### src/rtl/kinit_pkg.sv
package kinit_pkg;
  localparam int FRAME_W = 10;

  typedef enum logic {
    MODE_WAKE = 1'b0,
    MODE_ADDR = 1'b1
  } kinit_mode_e;

  // bit 0 leaves first
  function automatic logic [FRAME_W-1:0] kinit_frame(kinit_mode_e m, logic [7:0] a);
    if (m == MODE_ADDR) return {1'b1, a, 1'b0};
    return {{(FRAME_W-2){1'b0}}, 2'b10};
  endfunction
endpackage

### src/rtl/kinit_tick.sv
module kinit_tick #(
  parameter int DIV = 5000
) (
  input  logic clk,
  input  logic rst_n,
  input  logic run,
  output logic tick
);
  generate
    if (DIV <= 1) begin : g_direct
      assign tick = run;
    end else begin : g_count
      localparam int CW = $clog2(DIV);
      localparam logic [CW-1:0] LAST = CW'(DIV - 1);
      logic [CW-1:0] cnt;
      always_ff @(posedge clk) begin
        if (!rst_n || !run)  cnt <= '0;
        else if (cnt == LAST) cnt <= '0;
        else                  cnt <= cnt + 1'b1;
      end
      assign tick = run && (cnt == LAST);
    end
  endgenerate
endmodule

### src/rtl/kinit_ser.sv
module kinit_ser
  import kinit_pkg::*;
#(
  parameter int ADDR_TICKS = 40,
  parameter int WAKE_TICKS = 5
) (
  input  logic        clk,
  input  logic        rst_n,
  input  logic        load,
  input  kinit_mode_e mode,
  input  logic [7:0]  addr,
  input  logic        tick,
  output logic        active,
  output logic        level,
  output logic        fin
);
  localparam int MAXT = (ADDR_TICKS > WAKE_TICKS) ? ADDR_TICKS : WAKE_TICKS;
  localparam int TW   = $clog2(MAXT + 1);
  localparam int IW   = $clog2(FRAME_W + 1);

  logic [FRAME_W-1:0] shreg;
  logic [TW-1:0]      tcnt, tlast;
  logic [IW-1:0]      bidx, blast;
  logic               lead;

  always_ff @(posedge clk) begin
    if (!rst_n) begin
      active <= 1'b0; level <= 1'b1; fin <= 1'b0; lead <= 1'b0;
      shreg <= '0; tcnt <= '0; tlast <= '0; bidx <= '0; blast <= '0;
    end else begin
      fin <= 1'b0;
      if (load && !active) begin
        active <= 1'b1;
        lead   <= 1'b1;
        level  <= 1'b1;
        shreg  <= kinit_frame(mode, addr);
        tcnt   <= '0;
        bidx   <= '0;
        blast  <= (mode == MODE_ADDR) ? IW'(FRAME_W - 1) : IW'(1);
        tlast  <= (mode == MODE_ADDR) ? TW'(ADDR_TICKS - 1) : TW'(WAKE_TICKS - 1);
      end else if (active && tick) begin
        if (lead) begin
          lead  <= 1'b0;
          level <= shreg[0];
        end else if (tcnt == tlast) begin
          tcnt <= '0;
          if (bidx == blast) begin
            active <= 1'b0;
            fin    <= 1'b1;
            level  <= 1'b1;
          end else begin
            bidx  <= bidx + 1'b1;
            shreg <= shreg >> 1;
            level <= shreg[1];
          end
        end else begin
          tcnt <= tcnt + 1'b1;
        end
      end
    end
  end
endmodule

### src/rtl/kinit_lines.sv
module kinit_lines (
  input  logic active,
  input  logic level,
  input  logic k_sel,
  input  logic l_sel,
  output logic k_own,
  output logic l_own,
  output logic k_lvl,
  output logic l_lvl,
  output logic led
);
  always_comb begin
    k_own = active & k_sel;
    l_own = active & l_sel;
    k_lvl = k_own ? level : 1'b1;
    l_lvl = l_own ? level : 1'b1;
    led   = active & level;
  end
endmodule

### src/rtl/kline_init_gen.sv
module kline_init_gen
  import kinit_pkg::*;
#(
  parameter int TICK_DIV   = 5000,
  parameter int ADDR_TICKS = 40,
  parameter int WAKE_TICKS = 5
) (
  input  logic       clk,
  input  logic       rst_n,
  input  logic       start,
  input  logic       mode,
  input  logic [7:0] addr,
  input  logic [1:0] line_sel,
  output logic       k_own,
  output logic       l_own,
  output logic       k_lvl,
  output logic       l_lvl,
  output logic       busy,
  output logic       done,
  output logic       accept,
  output logic       reject,
  output logic       led
);
  logic sel_ok, take, tick, active, level, k_sel_q, l_sel_q;

  assign sel_ok = (line_sel != 2'd3);
  assign take   = start && !active && sel_ok;

  always_ff @(posedge clk) begin
    if (!rst_n) begin
      accept <= 1'b0; reject <= 1'b0; k_sel_q <= 1'b0; l_sel_q <= 1'b0;
    end else begin
      accept <= take;
      reject <= start && !take;
      if (take) begin
        k_sel_q <= (line_sel == 2'd0) || (line_sel == 2'd2);
        l_sel_q <= (line_sel == 2'd1) || (line_sel == 2'd2);
      end
    end
  end

  kinit_tick #(.DIV(TICK_DIV)) u_tick (
    .clk(clk), .rst_n(rst_n), .run(active), .tick(tick)
  );

  kinit_ser #(.ADDR_TICKS(ADDR_TICKS), .WAKE_TICKS(WAKE_TICKS)) u_ser (
    .clk(clk), .rst_n(rst_n), .load(take), .mode(kinit_mode_e'(mode)),
    .addr(addr), .tick(tick), .active(active), .level(level), .fin(done)
  );

  kinit_lines u_lines (
    .active(active), .level(level), .k_sel(k_sel_q), .l_sel(l_sel_q),
    .k_own(k_own), .l_own(l_own), .k_lvl(k_lvl), .l_lvl(l_lvl), .led(led)
  );

  assign busy = active;
endmodule

### config.mk
export PLATFORM = sky130hd
export DESIGN_NAME = kline_init_gen
export DESIGN_NICKNAME = d
export VERILOG_FILES = /design/src/rtl/kinit_pkg.sv /design/src/rtl/kinit_tick.sv /design/src/rtl/kinit_ser.sv /design/src/rtl/kinit_lines.sv /design/src/rtl/kline_init_gen.sv
export SDC_FILE = /design/constraint.sdc
export NUM_CORES = 1
export LEC_CHECK = 0
export CAP_MARGIN = 10
export CORE_MARGIN = 4
export CORE_UTILIZATION = 25
export DETAILED_ROUTE_END_ITERATION = 7
export DONT_BUFFER_PORTS = 1
export SLEW_MARGIN = 10
export SYNTH_ARGS = -nofsm -noshare
export SYNTH_HDL_FRONTEND = slang
export SYNTH_SLANG_ARGS = --single-unit
### constraint.sdc
create_clock -name clk -period 5.9 [get_ports clk]
set_clock_uncertainty 0.15 [all_clocks]
set_input_delay 0.59 -clock clk [delete_from_list [all_inputs] [get_ports clk]]
set_output_delay 0.59 -clock clk [all_outputs]
set_load 0.03 [all_outputs]
==> reports/metrics.yaml <==
placed_design:
  dpl_cell_area_sq_um: 2166
  dp_hpwl_mm: 2.849
  gp_congestion: 0.8205
  port_buffers: 0
yosys:
  synth_edf_count: 0
  synth_commonest_cells: "dfxtp_1, nor2_1, nand2_1"
  syn_inst: 230
  ys_seq_area_share_pct: 41.10
  syn_area_per_cell_sq_um: 9.107
  yosys.area.top_type: "dfxtp_1"
  yosys-top-cells-area: "dfxtp_1, nor2_1, nor4b_2, xor2_1, ha_1"
  synth_cell_types: 49
  synthFlopType: "dfxtp_1"
  synth-warning-count: 0
  ys_ff_latch: 43
  synthMostInstantiatedCell: "dfxtp_1"
  synthArstFlopShare_pct: 0
  syn_area_sq_um: 2095
  synth_top_area_share_pct: 41.10
  synth_nets: 250
critical_path:
  crit_path_start: "u_ser.active"
  worstPathArrival_ps: 2620
  r2r-start: "u_ser.active"
  path_class: "reg -> reg"
  cp_max_fo: 22
  cp-start-kind: "register"
  cp-end-kind: "register"
  cp_data_required_time_ps: 5940
drt:
  num_vias: 1550
  postRouteWirelength_mm: 4.057
  wire_per_inst_microns: 12.22
  first_pass_iters: 4
  via_per_inst: 4.669
  dr.first_iter.drc_count: 70
  postRouteAntennaNets: 0
  drcViolationCount: 0
sta:
  slew_violations: 0
  rsz0062_at_grt: "false"
  worstMarginPinSlew_ps: 701.6
  slew_headroom_pct: 53.16
  min_period_ps: 2580
  fin_tns_setup_ps: 0
  fmax_mhz: 387.6
  fin_crit_sh_pct: 43.73
  whs_ps: 262.4
  hold_viol: 0
  final-setup-viol-count: 0
floorplanning:
  io_pins: 23
  die_area_sq_um: 9906
  core-area_sq_um: 8175
  die_w_microns: 99.53
  start_util_pct: 25.62
  die_y_microns: 99.53
  fp-row-count: 33
final_layout:
  finalNetCount: 246
  seqCellArea_sq_um: 860.8
  multi_input_comb_area_sq_um: 1151
  diodes: 0
  fin_area_sq_um: 2270
  layout-drive-gt1-share_pct: 11.01
  area_growth_pct: 8.363
  fillCellCount: 890
run_status:
  status: "completed"
power_and_ir_drop:
  combPwrFrac_pct: 8.6
  p_leak_nw: 0.7737
  switchingPower_mw: 0.1424
  swShare_pct: 24.98
  vdd_ir_drop_max_mv: 0.1859
  pwr-share-clk_pct: 36.4
  p_int_mw: 0.4278
  seqPwrFrac_pct: 54.9
  powerDensity_nw_per_um2: 251.2
hold_path:
  min_from: "rst_n"
  hp-class: "in -> reg"
global_route:
  antenna_found_initial: 0
  grt_pass1_vias: 1538
  grt_use_total_pct: 8.831
  grt_pass1_wl_mm: 7.265
  grt_max_degree: 23
  grt.overflow.total: 0
cts:
  cts_buffers: 5
  htreeDepth: 2
  cts_resized: 0
  clock_latency_ps: 290
  root_buffer: "clkbuf_8"
  cts_tree: "built"
  clockBufferDepth: 2
  holdBufCountCts: 0
  post-cts-setup-buffer-count: 0
  clk_pin_slew_worst_paths_ps: 90
  cts.sinks: 43
job:
  cap_violations: 0
worst paths after layout:
check | to | slack, ps | cells after the start
max | u_ser.shreg[8] | 3320 | 5
min | u_ser.shreg[9] | 260 | 1
max reg2reg | u_ser.shreg[8] | 3320 | 5
min reg2reg | u_tick.g_count.cnt[0] | 320 | 1
worst max-delay path: stages, from the launching register on:
cell and delay, ps:
dfxtp_1 780, nor4b_1 310, nand4_1 300, and3b_4 560, nor3b_1 280, nor4b_2 80
kinds of logic (layout without fill, tap and decap cells):
kind of cell    Yosys count  count (layout)  share of synthesized area (%)
simple gates            115             115                          33.27
flops                    43              43                          41.10
compound gates           32              32                          10.22
xor+xnor                 16              16                          6.690
buf+inv                  16              13                          4.181
fa+ha+maj                 6               6                          3.584
mux                       2               2                         0.9558
cell type report:
class	count	area share, %
clock buffer	7	4.245
clock inverter	1	0.3308
inverter	4	0.6615
multi-input combinational	171	50.72
sequential	43	37.93
tap	105	5.788
timing repair buffer	1	0.3308
power by group through the flow:
stage               Sequential (mW)  Clock [mW]  Combinational [mW]
finish                        0.313       0.208              0.0493
global route                  0.315       0.227              0.0558
CTS                           0.313       0.212              0.0500
detailed placement            0.320           0              0.0495
global placement              0.320           0              0.0489
floorplan                     0.316           0              0.0459
cells in the final DEF, fill, tap and decap left out, types with 5 or more instances in the layout:
cell and instances:
nand3_1 9, dfxtp_1 43, nor4b_2 7, ha_1 6, o21ai_0 7, nand2_1 17
a21oi_1 13, nor3b_1 9, nor3_1 11, clkbuf_8 7, nor2_1 28, xnor2_1 5
and3_1 5, and2_1 6, xor2_1 11
sequential cells by signal, summed over array words and instances, names as in the netlist:
name	flops
u_ser.level	1
accept	1
u_ser.shreg	10
u_tick.g_count.cnt	13
u_ser.lead	1
reject	1
l_sel_q	1
u_ser.fin	1
u_ser.active	1
u_ser.bidx	4
u_ser.tcnt	6
u_ser.tlast	1
u_ser.blast	1
k_sel_q	1
stage by stage:
stage / utilization, % / power (mW) / worst slack [ps] / instances
after floorplan: - / 0.3617 / 3555 / 230
after global placement: 26.49 / 0.3689 / 3376 / 324
after detailed placement: 26.49 / 0.3696 / 3345 / 324
after CTS: 27.76 / 0.5757 / 3312 / 332
after global routing: 27.76 / 0.5982 / 2978 / 332
final: 27.76 / 0.5702 / 3320 / 332
routing by layer:
layer,global-route usage (%),routed length [microns]
met4,2.731,34
met2,13.79,1763
met3,2.595,176
met1,11.74,2083
met5,0,0
No activity file was read; power rests on OpenSTA's default activity.
